File: src/rtl/addr_dec_pkg.sv
package addr_dec_pkg;
  // Strobes from the remap control to the decode datapath
  typedef struct packed {
    logic remapped;   // SRAM owns region 0
    logic zeroToRom;  // ROM owns region 0
    logic zeroToExt;  // external select 0 owns region 0
  } zeroMapT;
endpackage

File: src/rtl/addr_remap_ctrl.sv
module addr_remap_ctrl
  import addr_dec_pkg::*;
(
  input  logic    clk,
  input  logic    rstN,
  input  logic    bootSel,
  input  logic    remapCmd,
  output zeroMapT zeroMap
);
  logic remapFlag;

  always_ff @(posedge clk or negedge rstN) begin
    if (!rstN)         remapFlag <= 1'b0;
    else if (remapCmd) remapFlag <= 1'b1;
  end

  always_comb begin
    zeroMap.remapped  = remapFlag;
    zeroMap.zeroToRom = !remapFlag && bootSel;
    zeroMap.zeroToExt = !remapFlag && !bootSel;
  end


  remap_sets_chk: assert property (@(posedge clk) disable iff (!rstN)
    remapCmd |=> remapFlag);

  remap_sticky_chk: assert property (@(posedge clk) disable iff (!rstN)
    remapFlag |=> remapFlag);
endmodule

File: src/rtl/addr_decode_dp.sv
module addr_decode_dp
  import addr_dec_pkg::*;
#(
  parameter int ADDR_W      = 32,
  parameter int BANK_BITS   = 4,
  parameter int REGION_W    = 20,
  parameter int NUM_EXT     = 6,
  parameter int EXT_FIRST   = 1,
  parameter int PERIPH_BANK = 15,
  parameter int ROM_REGION  = 1,
  parameter int SRAM_REGION = 3,
  parameter int SRAM_BYTES  = 32768
)(
  input  logic               clk,
  input  logic               rstN,
  input  logic               xferValid,
  input  logic [ADDR_W-1:0]  busAddr,
  input  zeroMapT            zeroMap,
  output logic               selRom,
  output logic               selSram,
  output logic [NUM_EXT-1:0] selExt,
  output logic               selPeriph,
  output logic               abortFlag,
  output logic [ADDR_W-BANK_BITS-1:0] slaveOffset
);
  localparam int OFF_W  = ADDR_W - BANK_BITS;
  localparam int REG_IW = OFF_W - REGION_W;

  logic [BANK_BITS-1:0] bank;
  logic [REG_IW-1:0]    region;
  logic [REGION_W-1:0]  regionOff;
  logic [NUM_EXT-1:0]   extBankHit;
  logic                 inBank0, isZero, sramFits, anyExtBank;

  assign bank      = busAddr[ADDR_W-1 -: BANK_BITS];
  assign region    = busAddr[OFF_W-1 -: REG_IW];
  assign regionOff = busAddr[REGION_W-1:0];
  assign inBank0   = (bank == '0);
  assign isZero    = (region == '0);
  assign sramFits  = ({{(32-REGION_W){1'b0}}, regionOff} < 32'(SRAM_BYTES));

  for (genvar i = 0; i < NUM_EXT; i++) begin : g_extBank
    assign extBankHit[i] = (bank == BANK_BITS'(EXT_FIRST + i));
  end
  assign anyExtBank = |extBankHit;

  always_comb begin
    selRom      = 1'b0;
    selSram     = 1'b0;
    selExt      = '0;
    selPeriph   = 1'b0;
    abortFlag   = 1'b0;
    slaveOffset = '0;
    if (xferValid) begin
      if (inBank0) begin
        if (region == REG_IW'(ROM_REGION) || (isZero && zeroMap.zeroToRom)) begin
          selRom      = 1'b1;
          slaveOffset = OFF_W'(regionOff);
        end else if (region == REG_IW'(SRAM_REGION) || (isZero && zeroMap.remapped)) begin
          if (sramFits) begin
            selSram     = 1'b1;
            slaveOffset = OFF_W'(regionOff);
          end else begin
            abortFlag = 1'b1;
          end
        end else if (isZero && zeroMap.zeroToExt) begin
          selExt[0]   = 1'b1;
          slaveOffset = OFF_W'(regionOff);
        end else begin
          abortFlag = 1'b1;
        end
      end else if (anyExtBank) begin
        selExt      = extBankHit;
        slaveOffset = busAddr[OFF_W-1:0];
      end else if (bank == BANK_BITS'(PERIPH_BANK)) begin
        selPeriph   = 1'b1;
        slaveOffset = busAddr[OFF_W-1:0];
      end else begin
        abortFlag = 1'b1;
      end
    end
  end


  idle_quiet_chk: assert property (@(posedge clk) disable iff (!rstN)
    !xferValid |-> ({selRom, selSram, selExt, selPeriph, abortFlag} == '0 && slaveOffset == '0));

  one_owner_chk: assert property (@(posedge clk) disable iff (!rstN)
    xferValid |-> $countones({selRom, selSram, selExt, selPeriph, abortFlag}) == 1);

  periph_bank_chk: assert property (@(posedge clk) disable iff (!rstN)
    (xferValid && bank == BANK_BITS'(PERIPH_BANK)) |-> selPeriph);

  zero_after_remap_chk: assert property (@(posedge clk) disable iff (!rstN)
    (xferValid && inBank0 && isZero && zeroMap.remapped) |-> !selRom && !selExt[0]);
endmodule

File: src/rtl/bus_addr_decoder.sv
module bus_addr_decoder
  import addr_dec_pkg::*;
#(
  parameter int ADDR_W    = 32,
  parameter int BANK_BITS = 4,
  parameter int NUM_EXT   = 6
)(
  input  logic               clk,
  input  logic               rstN,
  input  logic               xferValid,
  input  logic [ADDR_W-1:0]  busAddr,
  input  logic               bootSel,
  input  logic               remapCmd,
  output logic               selRom,
  output logic               selSram,
  output logic [NUM_EXT-1:0] selExt,
  output logic               selPeriph,
  output logic               abortFlag,
  output logic [ADDR_W-BANK_BITS-1:0] slaveOffset
);
  zeroMapT zeroMap;

  addr_remap_ctrl u_ctrl (
    .clk(clk), .rstN(rstN), .bootSel(bootSel), .remapCmd(remapCmd), .zeroMap(zeroMap)
  );

  addr_decode_dp #(.ADDR_W(ADDR_W), .BANK_BITS(BANK_BITS), .NUM_EXT(NUM_EXT)) u_dp (
    .clk(clk), .rstN(rstN), .xferValid(xferValid), .busAddr(busAddr), .zeroMap(zeroMap),
    .selRom(selRom), .selSram(selSram), .selExt(selExt), .selPeriph(selPeriph),
    .abortFlag(abortFlag), .slaveOffset(slaveOffset)
  );
endmodule

File: config.mk
export PLATFORM = sky130hd
export DESIGN_NAME = bus_addr_decoder
export DESIGN_NICKNAME = d
export VERILOG_FILES = /design/src/rtl/addr_dec_pkg.sv /design/src/rtl/addr_remap_ctrl.sv /design/src/rtl/addr_decode_dp.sv /design/src/rtl/bus_addr_decoder.sv
export SDC_FILE = /design/constraint.sdc
export NUM_CORES = 1
export LEC_CHECK = 0
export BUFFER_PORTS_ARGS = -buffer_cell sky130_fd_sc_hd__clkbuf_2
export CAP_MARGIN = 20
export CORE_ASPECT_RATIO = 1.25
export CORE_MARGIN = 5
export CORE_UTILIZATION = 31
export CTS_CLUSTER_SIZE = 10
export DETAILED_ROUTE_END_ITERATION = 12
export GPL_TIMING_DRIVEN = 0
export PLACE_DENSITY_LB_ADDON = 0.15
export SLEW_MARGIN = 20
export SYNTH_ARGS = -nofsm -noshare
export SYNTH_HDL_FRONTEND = slang
export SYNTH_SLANG_ARGS = --single-unit
File: constraint.sdc
create_clock -name clk -period 2.47 [get_ports clk]
set_input_delay 0.247 -clock clk [delete_from_list [all_inputs] [get_ports clk]]
set_output_delay 0.247 -clock clk [all_outputs]
set_load 0.02 [all_outputs]
Word level (Yosys, flattened, before mapping)
Cells that the tools add are included.
{"block": "word_totals", "output_inout_bits": 38, "register_bits": 1, "word_cells": 58, "inputBits": 37}
{"block": "classes", "n_mux": 35, "n_reduce_logical": 12, "magnitude_cmp": 1, "n_eq_ne": 9}
{"operator": "28-bit two-way mux", "n": 6}
{"operator": "20-bit two-way mux", "n": 2}
{"operator": "1-bit two-way mux", "n": 24}
{"operator": "20-bit by 16-bit < comparator with 1-bit output, second input constant", "n": 1}
{"operator": "4-bit by 3-bit == test with 1-bit output, second input constant", "n": 3}
{"operator": "6-bit two-way mux", "n": 2}
{"operator": "4-bit by 2-bit == test with 1-bit output, second input constant", "n": 2}
{"operator": "8-bit by 1-bit == test with 1-bit output, second input constant", "n": 1}
{"operator": "8-bit by 2-bit == test with 1-bit output, second input constant", "n": 1}
{"operator": "8-bit logical NOT", "n": 1}
{"operator": "6-bit OR reduction", "n": 1}
{"operator": "1-bit logical AND", "n": 5}
{"operator": "5-bit two-way mux", "n": 1}
{"operator": "4-bit by 1-bit == test with 1-bit output, second input constant", "n": 1}
{"operator": "4-bit == test, second input constant", "n": 1}
{"operator": "4-bit logical NOT", "n": 1}
{"operator": "1-bit logical NOT", "n": 2}
{"operator": "1-bit logical OR", "n": 2}

Longest topological paths before layout
Gate-level depths: netlist of the first run.
{"block": "logic_depth", "depth_word": 8, "ltp_mapped": 6, "ltp_nobuf": 4}

Cells and area by module
From an unflattened synthesis of the first run, not the netlist that was laid out.
{"block": "hier_totals", "cells_unflattened": 92, "hier_area_um2": 581.8}
{"module": "addr_decode_dp", "cells_each": 87, "area_per_inst_um2": 533.0, "n_inst": 1, "seq_area_each_um2": 0.0}
{"module": "addr_remap_ctrl", "cells_each": 5, "area_per_inst_um2": 48.8, "n_inst": 1, "seq_area_each_um2": 25.0}

Least setup slack after synthesis of the first run
OpenSTA, ideal clock, no wires.
{"block": "synth_path", "path_type": "input to output", "from": "in busAddr[26]", "to": "out slaveOffset[10]", "t_arrival_ns": 2.170, "slack_ns": 0.053, "cell_stages": 6, "path_cell_list": "or4_4 or3_4 or4_1 buf_6 buf_12 a21oi_2"}
{"block": "synth_via", "elab_chain_cells": 7, "word_cells_on_any_way": 13, "cone_classes": "eq/ne: 2; mux: 5; reduce/logical: 6"}
{"element": "start: declaration", "line_no": "bus_addr_decoder.sv:11", "source": "input logic [ADDR_W-1:0] busAddr,"}
{"element": "8-bit logical NOT", "line_no": "addr_decode_dp.sv:39", "source": "assign isZero = (region == '0);"}
{"element": "1-bit logical AND (on tied branches)", "line_no": "addr_decode_dp.sv:66, addr_decode_dp.sv:59"}
{"element": "20-bit two-way mux or 1-bit logical OR (tied branches)", "line_no": "addr_decode_dp.sv:66, addr_decode_dp.sv:59"}
{"element": "28-bit two-way mux", "line_no": "addr_decode_dp.sv:59", "source": "end else if (region == REG_IW'(SRAM_REGION) || (isZero && zeroMap.remapped)) begin"}
{"element": "28-bit two-way mux (*)", "line_no": "addr_decode_dp.sv:56", "source": "if (region == REG_IW'(ROM_REGION) || (isZero && zeroMap.zeroToRom)) begin"}
{"element": "28-bit two-way mux (*)", "line_no": "addr_decode_dp.sv:55", "source": "if (inBank0) begin"}
{"element": "28-bit two-way mux (*)", "line_no": "addr_decode_dp.sv:54", "source": "if (xferValid) begin"}
{"element": "end: declaration", "line_no": "bus_addr_decoder.sv:19", "source": "output logic [ADDR_W-BANK_BITS-1:0] slaveOffset"}
Mark *: on every way between the ends. The rest lies on a longest branch, timed or not.

Worst setup path in the final report of the first run
{"block": "layout_path", "from": "in busAddr[26]", "to": "out slaveOffset[11]"}
The elaborated chain is that of the path after synthesis.

==> results of run 1 <==
## per-layer routing
metal,vias to the layer above,wire length [µm],track usage (%)
li1,457,-,-
met1,398,814,14.70
met2,46,1137,27.61
met3,0,215,3.856
met4,0,0,0
met5,-,0,0
## timing repair
item,4_1_cts,5_1_grt
pin swaps,2,0
gates resized for setup,21,1
endpoints found under the setup margin,16,10
buffers inserted,0,0
endpoints found under the hold margin,0,0
## layout make-up
class | instances | area (µm²) | share of cell area (%)
Buffer | 7 | 42.54 | 4.096
Multi-Input combinational cell | 80 | 490.5 | 47.23
Timing Repair Buffer | 71 | 449.2 | 43.25
Tap cell | 19 | 23.77 | 2.289
Inverter | 2 | 7.507 | 0.7229
Sequential cell | 1 | 25.02 | 2.410
## critical path, delay by kind of cell
kind | cells | cell delay, ns
simple gates | 3 | 1.44
compound gates | 1 | 0.16
buf+inv | 3 | 0.44
## synthesized netlist by cell type, drive strengths merged
master / number / share of area [%]
o21ba: 1 / 1.7
o221ai: 1 / 1.5
or4: 3 / 4.6
nor3b: 6 / 7.9
nand3b: 1 / 1.3
a21boi: 1 / 1.3
or3: 3 / 4.1
and2: 8 / 9.0
nor3: 4 / 3.5
nor2: 7 / 4.6
a21bo: 1 / 1.7
mux2i: 1 / 1.7
nand3: 1 / 0.87
clkbuf: 6 / 3.9
buf: 2 / 5.5
nor2b: 1 / 1.1
dfrtp: 1 / 4.4
and3: 1 / 1.3
nand2: 18 / 12
nand2b: 1 / 1.1
or2: 1 / 1.1
a21oi: 17 / 21
inv: 2 / 1.3
nor4: 3 / 3.3
## worst paths after layout
path	endpoint	slack [ns]	cells after the start
worst min-delay path	u_ctrl.remapFlag$_DFFE_PN0P_	0.02	1
worst max-delay path	slaveOffset[11]	-0.07	7
max in group asynchronous	u_ctrl.remapFlag$_DFFE_PN0P_	2.36	1
min in group clk	u_ctrl.remapFlag$_DFFE_PN0P_	0.44	2
worst min register to register	u_ctrl.remapFlag$_DFFE_PN0P_	0.52	1
worst max register to register	u_ctrl.remapFlag$_DFFE_PN0P_	1.67	1
## through the flow
step / hold WS [ns] / setup WS, ns / power [mW]
3_3_place_gp: 0.02155 / -0.1402 / 0.1613
2_1_floorplan: -0.04859 / 0.05343 / 0.1038
4_1_cts: 0.02400 / -0.05614 / 0.1775
5_1_grt: 0.02945 / -0.1097 / 0.1916
6_report: 0.02280 / -0.06810 / 0.1777
3_5_place_dp: 0.02400 / -0.1791 / 0.1652
## power by group
group	total, mW	switching, mW	internal (mW)
clock	0	0	0
sequential	0.0167	0.0000000000000000346	0.0167
combinational	0.161	0.0911	0.0699
total	0.178	0.0911	0.0866
## cells by family after synthesis
group / count (synthesis)
buffers and inverters: 10
muxes: 1
and+or+nand+nor: 58
AOI/OAI and AO/OA: 21
DFF: 1
==> metrics.txt, run 1 <==
Vias=between 900 and 1,000; cells after synthesis=91; Final Critical Period=2.538 ns; gpl congestion=approximately 0.72; Avg Synthesized Cell Area=approximately 6.3 µm²; crit path launch type=primary input; CP Cell Sequence=buf_6 > or4_4 > or3_4 > or4_4 > buf_12 > a21oi_2 > clkbuf_8; max reg flops=1; fin crit share=102.8%; die area=0.002814 mm²; Syn-to-layout area delta=81.22%; grt ovf=0; largest net degree at the start of global routing=11; core area=0.001765 mm²; setup TNS=-0.3597 ns; failing checks=setup timing; area of the mapped netlist=573.1 µm²; final core utilization=approximately 60%; final setup fails=10; die height=roughly 58 µm; cts hold-fix bufs=0; clock-pin slew on the worst setup and hold paths=0 ns; layout cell share with drive strength beyond 1=between 50% and 60%; max-slew violation count=0; status=finished, violations left; crit-path max cell delay=0.55 ns; commonest non-fill, non-tap cell in the layout=clkbuf_2; Critical Path RT=2.22 ns; crit end category=primary output; Layout Cells excl Fill=180; adder-cell share of the synthesized area=0%; Top Registers=u_ctrl.remapFlag (1); largest family of logic cells by synthesized area=simple AND/OR/NAND/NOR gates; most flop-heavy register=u_ctrl.remapFlag; Via density=roughly 5; Hold Crit Class=in2async; crit path DAT=between 2 and 2.5 ns; vias in the first global route=between 800 and 900; die width=48.46 µm; Synth Area in Compound Gates=around 28%; worst setup path startpoint=busAddr[26]; Clock Skew=0 ns; Worst-Margin Slew=around 0.63 ns; max-cap viol count=0; DRC=0; sequential fraction of the synthesis area=under 10%; First-pass DRT Iterations=4; initial core utilization=32.46%; FILL cells=about 180; syn_nets=128; Detail Route Antenna Nets=0; placed insts=between 150 and 200; fmax=between 300 and 400 MHz; Worst slew margin=slightly below 60%; RSZ-0062 raised after global routing=true; I/O pins=75; Reg-to-Reg Start=u_ctrl.remapFlag$_DFFE_PN0P_; post-synth cell types=29; kind of critical path=in2out; Post-Synth XOR/XNOR Area=0%; initial antenna violation count=0; placed cell area=~950 µm²; Finished Cell Area=around 0.0010 mm²; Final WS setup=-0.06810 ns; row cnt=17; mux contribution to synthesized area=approximately 1.7%; Max VDD drop=between 0.08 and 0.09 mV; PwrDens=~170 mW/mm²; Final HPWL DP=1834 µm; final wirelength=about 2200 µm; Most Frequent Cell on Critical Path=or4_4; ant diodes=0; I/O Buffers=71; Synth Register Bits=1; simple-gate portion of the synthesized area=between 50 and 60%; first-pass GRT wire length=approximately 3400 µm; Leakage=between 0.5 and 0.6 nW; Final Net Count=200; highest net fanout along the worst path=10; Synth Warn #=0; clk_lat worst skew=0 ns; mean routed wirelength per cell=~12 µm; most frequent cells in the layout=clkbuf_2 (60), nand2_1 (18), a21oi_2 (10), clkbuf_8 (10); Total GRT Usage=a little over an eighth; initial drt markers=14; Final Hold Vio Count=0; Critical-path top delay cell=or4_4
Note: power is estimated with default switching activity, not from simulation.
==> run 2: changes to the inputs <==
--- a/config.mk
+++ b/config.mk
@@ -14,6 +14,7 @@
 export DETAILED_ROUTE_END_ITERATION = 12
 export GPL_TIMING_DRIVEN = 0
 export PLACE_DENSITY_LB_ADDON = 0.15
+export REMOVE_ABC_BUFFERS = 1
 export SLEW_MARGIN = 20
 export SYNTH_ARGS = -nofsm -noshare
 export SYNTH_HDL_FRONTEND = slang
==> run 2 against run 1 <==
The run now ends clean. Maximum frequency up 2.8%. Critical path depth is 1 lower. Global-route usage shrank 0.48 points. Register-to-register slack barely moved. Largest cell class is now multi-input combinational cells. Final cell count down 0.56%.
==> metrics.txt, run 2 (same netlist as run 1, synthesis figures left out) <==
die area=0.002814 mm² (unchanged); Final HPWL DP=1832 µm (was 1834 µm); RSZ-0062 raised after global routing=true (unchanged); initial core utilization=32.46% (unchanged); I/O Buffers=74 (was 71); Hold Crit Class=in2async (unchanged); grt met1 use=13.48% (was 14.70%); Final Net Count=199 (was 200); internal power=86.05 µW (was 86.56 µW); I/O pins=75 (unchanged); final setup fails=0 (was 10); final wirelength=2233 µm (was 2167 µm); fmax=404.9 MHz (was 394.0 MHz); crit path launch type=primary input (unchanged); clk_lat worst skew=0 ns (about the same); max-cap viol count=0 (unchanged); sw frac=51.34% (was 51.29%); final core utilization=56.13% (was 58.82%); GR Util met3=4.884% (was 3.856%); initial antenna violation count=0 (unchanged); largest net degree at the start of global routing=20 (was 11); layout cell share with drive strength beyond 1=60.00% (was 55.90%); gpl congestion=0.6712 (was 0.7193); pre-CTS WS=-0.4007 ns (was -0.1791 ns); status=completed (was finished, violations left); Psw=90.80 µW (was 91.15 µW); FILL cells=186 (was 179); first-pass GRT wire length=3284 µm (was 3394 µm); max-slew violation count=0 (unchanged); Worst-Margin Slew=0.3957 ns (was 0.6341 ns); Final WS setup=0.0004643 ns (was -0.06810 ns); met2 GRT Util=26.68% (was 27.61%); Vias=891 (was 901); highest net fanout along the worst path=8 (was 10); placed cell area=932.1 µm² (was 952.2 µm²); busiest grt layer=met2 (unchanged); grt ovf=0 (unchanged); Via density=4.978 (was 5.006); Final Critical Period=2.470 ns (was 2.538 ns); most flop-heavy register=u_ctrl.remapFlag (unchanged); mean routed wirelength per cell=12.47 µm (was 12.04 µm); First-pass DRT Iterations=4 (unchanged); die height=58.07 µm (unchanged); most frequent cells in the layout=clkbuf_2 (64), nand2_1 (18), a21oi_2 (10) (was clkbuf_2 (60), nand2_1 (18), a21oi_2 (10), clkbuf_8 (10)); DRC=0 (unchanged); Critical Path RT=2.22 ns (about the same); kind of critical path=in2out (unchanged); Syn-to-layout area delta=72.93% (was 81.22%); Total GRT Usage=13.21% (was 13.69%); Final Hold Vio Count=0 (unchanged); fin crit share=99.98% (was 102.8%); Reg power frac=9.4% (about the same); combinational cell fraction of total power=90.6% (about the same); crit path DAT=2.22 ns (was 2.29 ns); Leakage=0.5162 nW (was 0.5250 nW); Top Registers=u_ctrl.remapFlag (1) (unchanged); Pwr Total=176.9 µW (was 177.7 µW); Max VDD drop=0.08289 mV (was 0.08701 mV); PwrDens=178.5 mW/mm² (was 171.1 mW/mm²); ant diodes=0 (unchanged); core area=0.001765 mm² (unchanged); Worst slew margin=73.38% (was 57.73%); max reg flops=1 (unchanged); commonest non-fill, non-tap cell in the layout=clkbuf_2 (unchanged); Detail Route Antenna Nets=0 (unchanged); clock power share=0% (about the same); die width=48.46 µm (unchanged); crit end category=primary output (unchanged); Finished Cell Area=991.0 µm² (was 0.001039 mm²); vias in the first global route=841 (was 812); clock-pin slew on the worst setup and hold paths=0 ns (about the same); row cnt=17 (unchanged); initial drt markers=4 (was 14); Clock Skew=0 ns (unchanged)
run 2: power by group through the flow:
stage          sequential (mW)  clock (mW)  combinational, mW
6_report                0.0167           0              0.160
5_1_grt                 0.0167           0              0.175
4_1_cts                 0.0167           0              0.156
3_5_place_dp            0.0167           0              0.152
3_3_place_gp            0.0167           0              0.144
2_1_floorplan           0.0167           0             0.0795
run 2: final timing paths:
kind                                              start                           end  slack (ns)  depth (start not counted)
setup / recovery                            busAddr[26]                slaveOffset[3]      0.0005                          6
hold / removal                                     rstN  u_ctrl.remapFlag$_DFFE_PN0P_        0.02                          1
setup reg to reg           u_ctrl.remapFlag$_DFFE_PN0P_  u_ctrl.remapFlag$_DFFE_PN0P_        1.66                          1
hold reg to reg            u_ctrl.remapFlag$_DFFE_PN0P_  u_ctrl.remapFlag$_DFFE_PN0P_        0.52                          1
max in group asynchronous                          rstN  u_ctrl.remapFlag$_DFFE_PN0P_        2.36                          1
min in group clk                               remapCmd  u_ctrl.remapFlag$_DFFE_PN0P_        0.44                          2
run 2: cell type report:
type                    count  area [µm²]  area share (%)
multi-input cells          81       509.2           51.39
inverters                   2       7.507          0.7576
flip-flops and latches      1       25.02           2.525
repair buffers             76       425.4           42.93
well taps                  19       23.77           2.399
run 2: layer usage:
layer	routed length, µm	up-vias
met5	0	-
met4	0	0
met3	261	0
met2	1096	49
met1	875	381
li1	-	461
run 2: stage by stage:
stage	cells	TNS, ns	hold WS, ns
3_3_place_gp	176	-19.61	0.02173
3_5_place_dp	177	-5.269	0.02541
6_report	179	0	0.02319
2_1_floorplan	83	-8.697	-0.04859
4_1_cts	177	-0.07755	0.02541
5_1_grt	179	-0.2252	0.03084
run 2: what timing repair did:
| item | CTS | global route |
|---|---|---|
| hold buffers | 0 | 0 |
| setup buffers | 0 | 1 |
| cloned | 0 | 1 |
| resized for setup | 9 | 9 |
| pin swaps | 1 | 2 |
| setup endpoints to repair | 16 | 16 |
run 2: worst max-delay path: stages:
cell      delay (ns)
buf_6           0.09
or4_4           0.52
or3_4           0.37
or4_4           0.62
a21oi_1         0.18
clkbuf_4        0.19
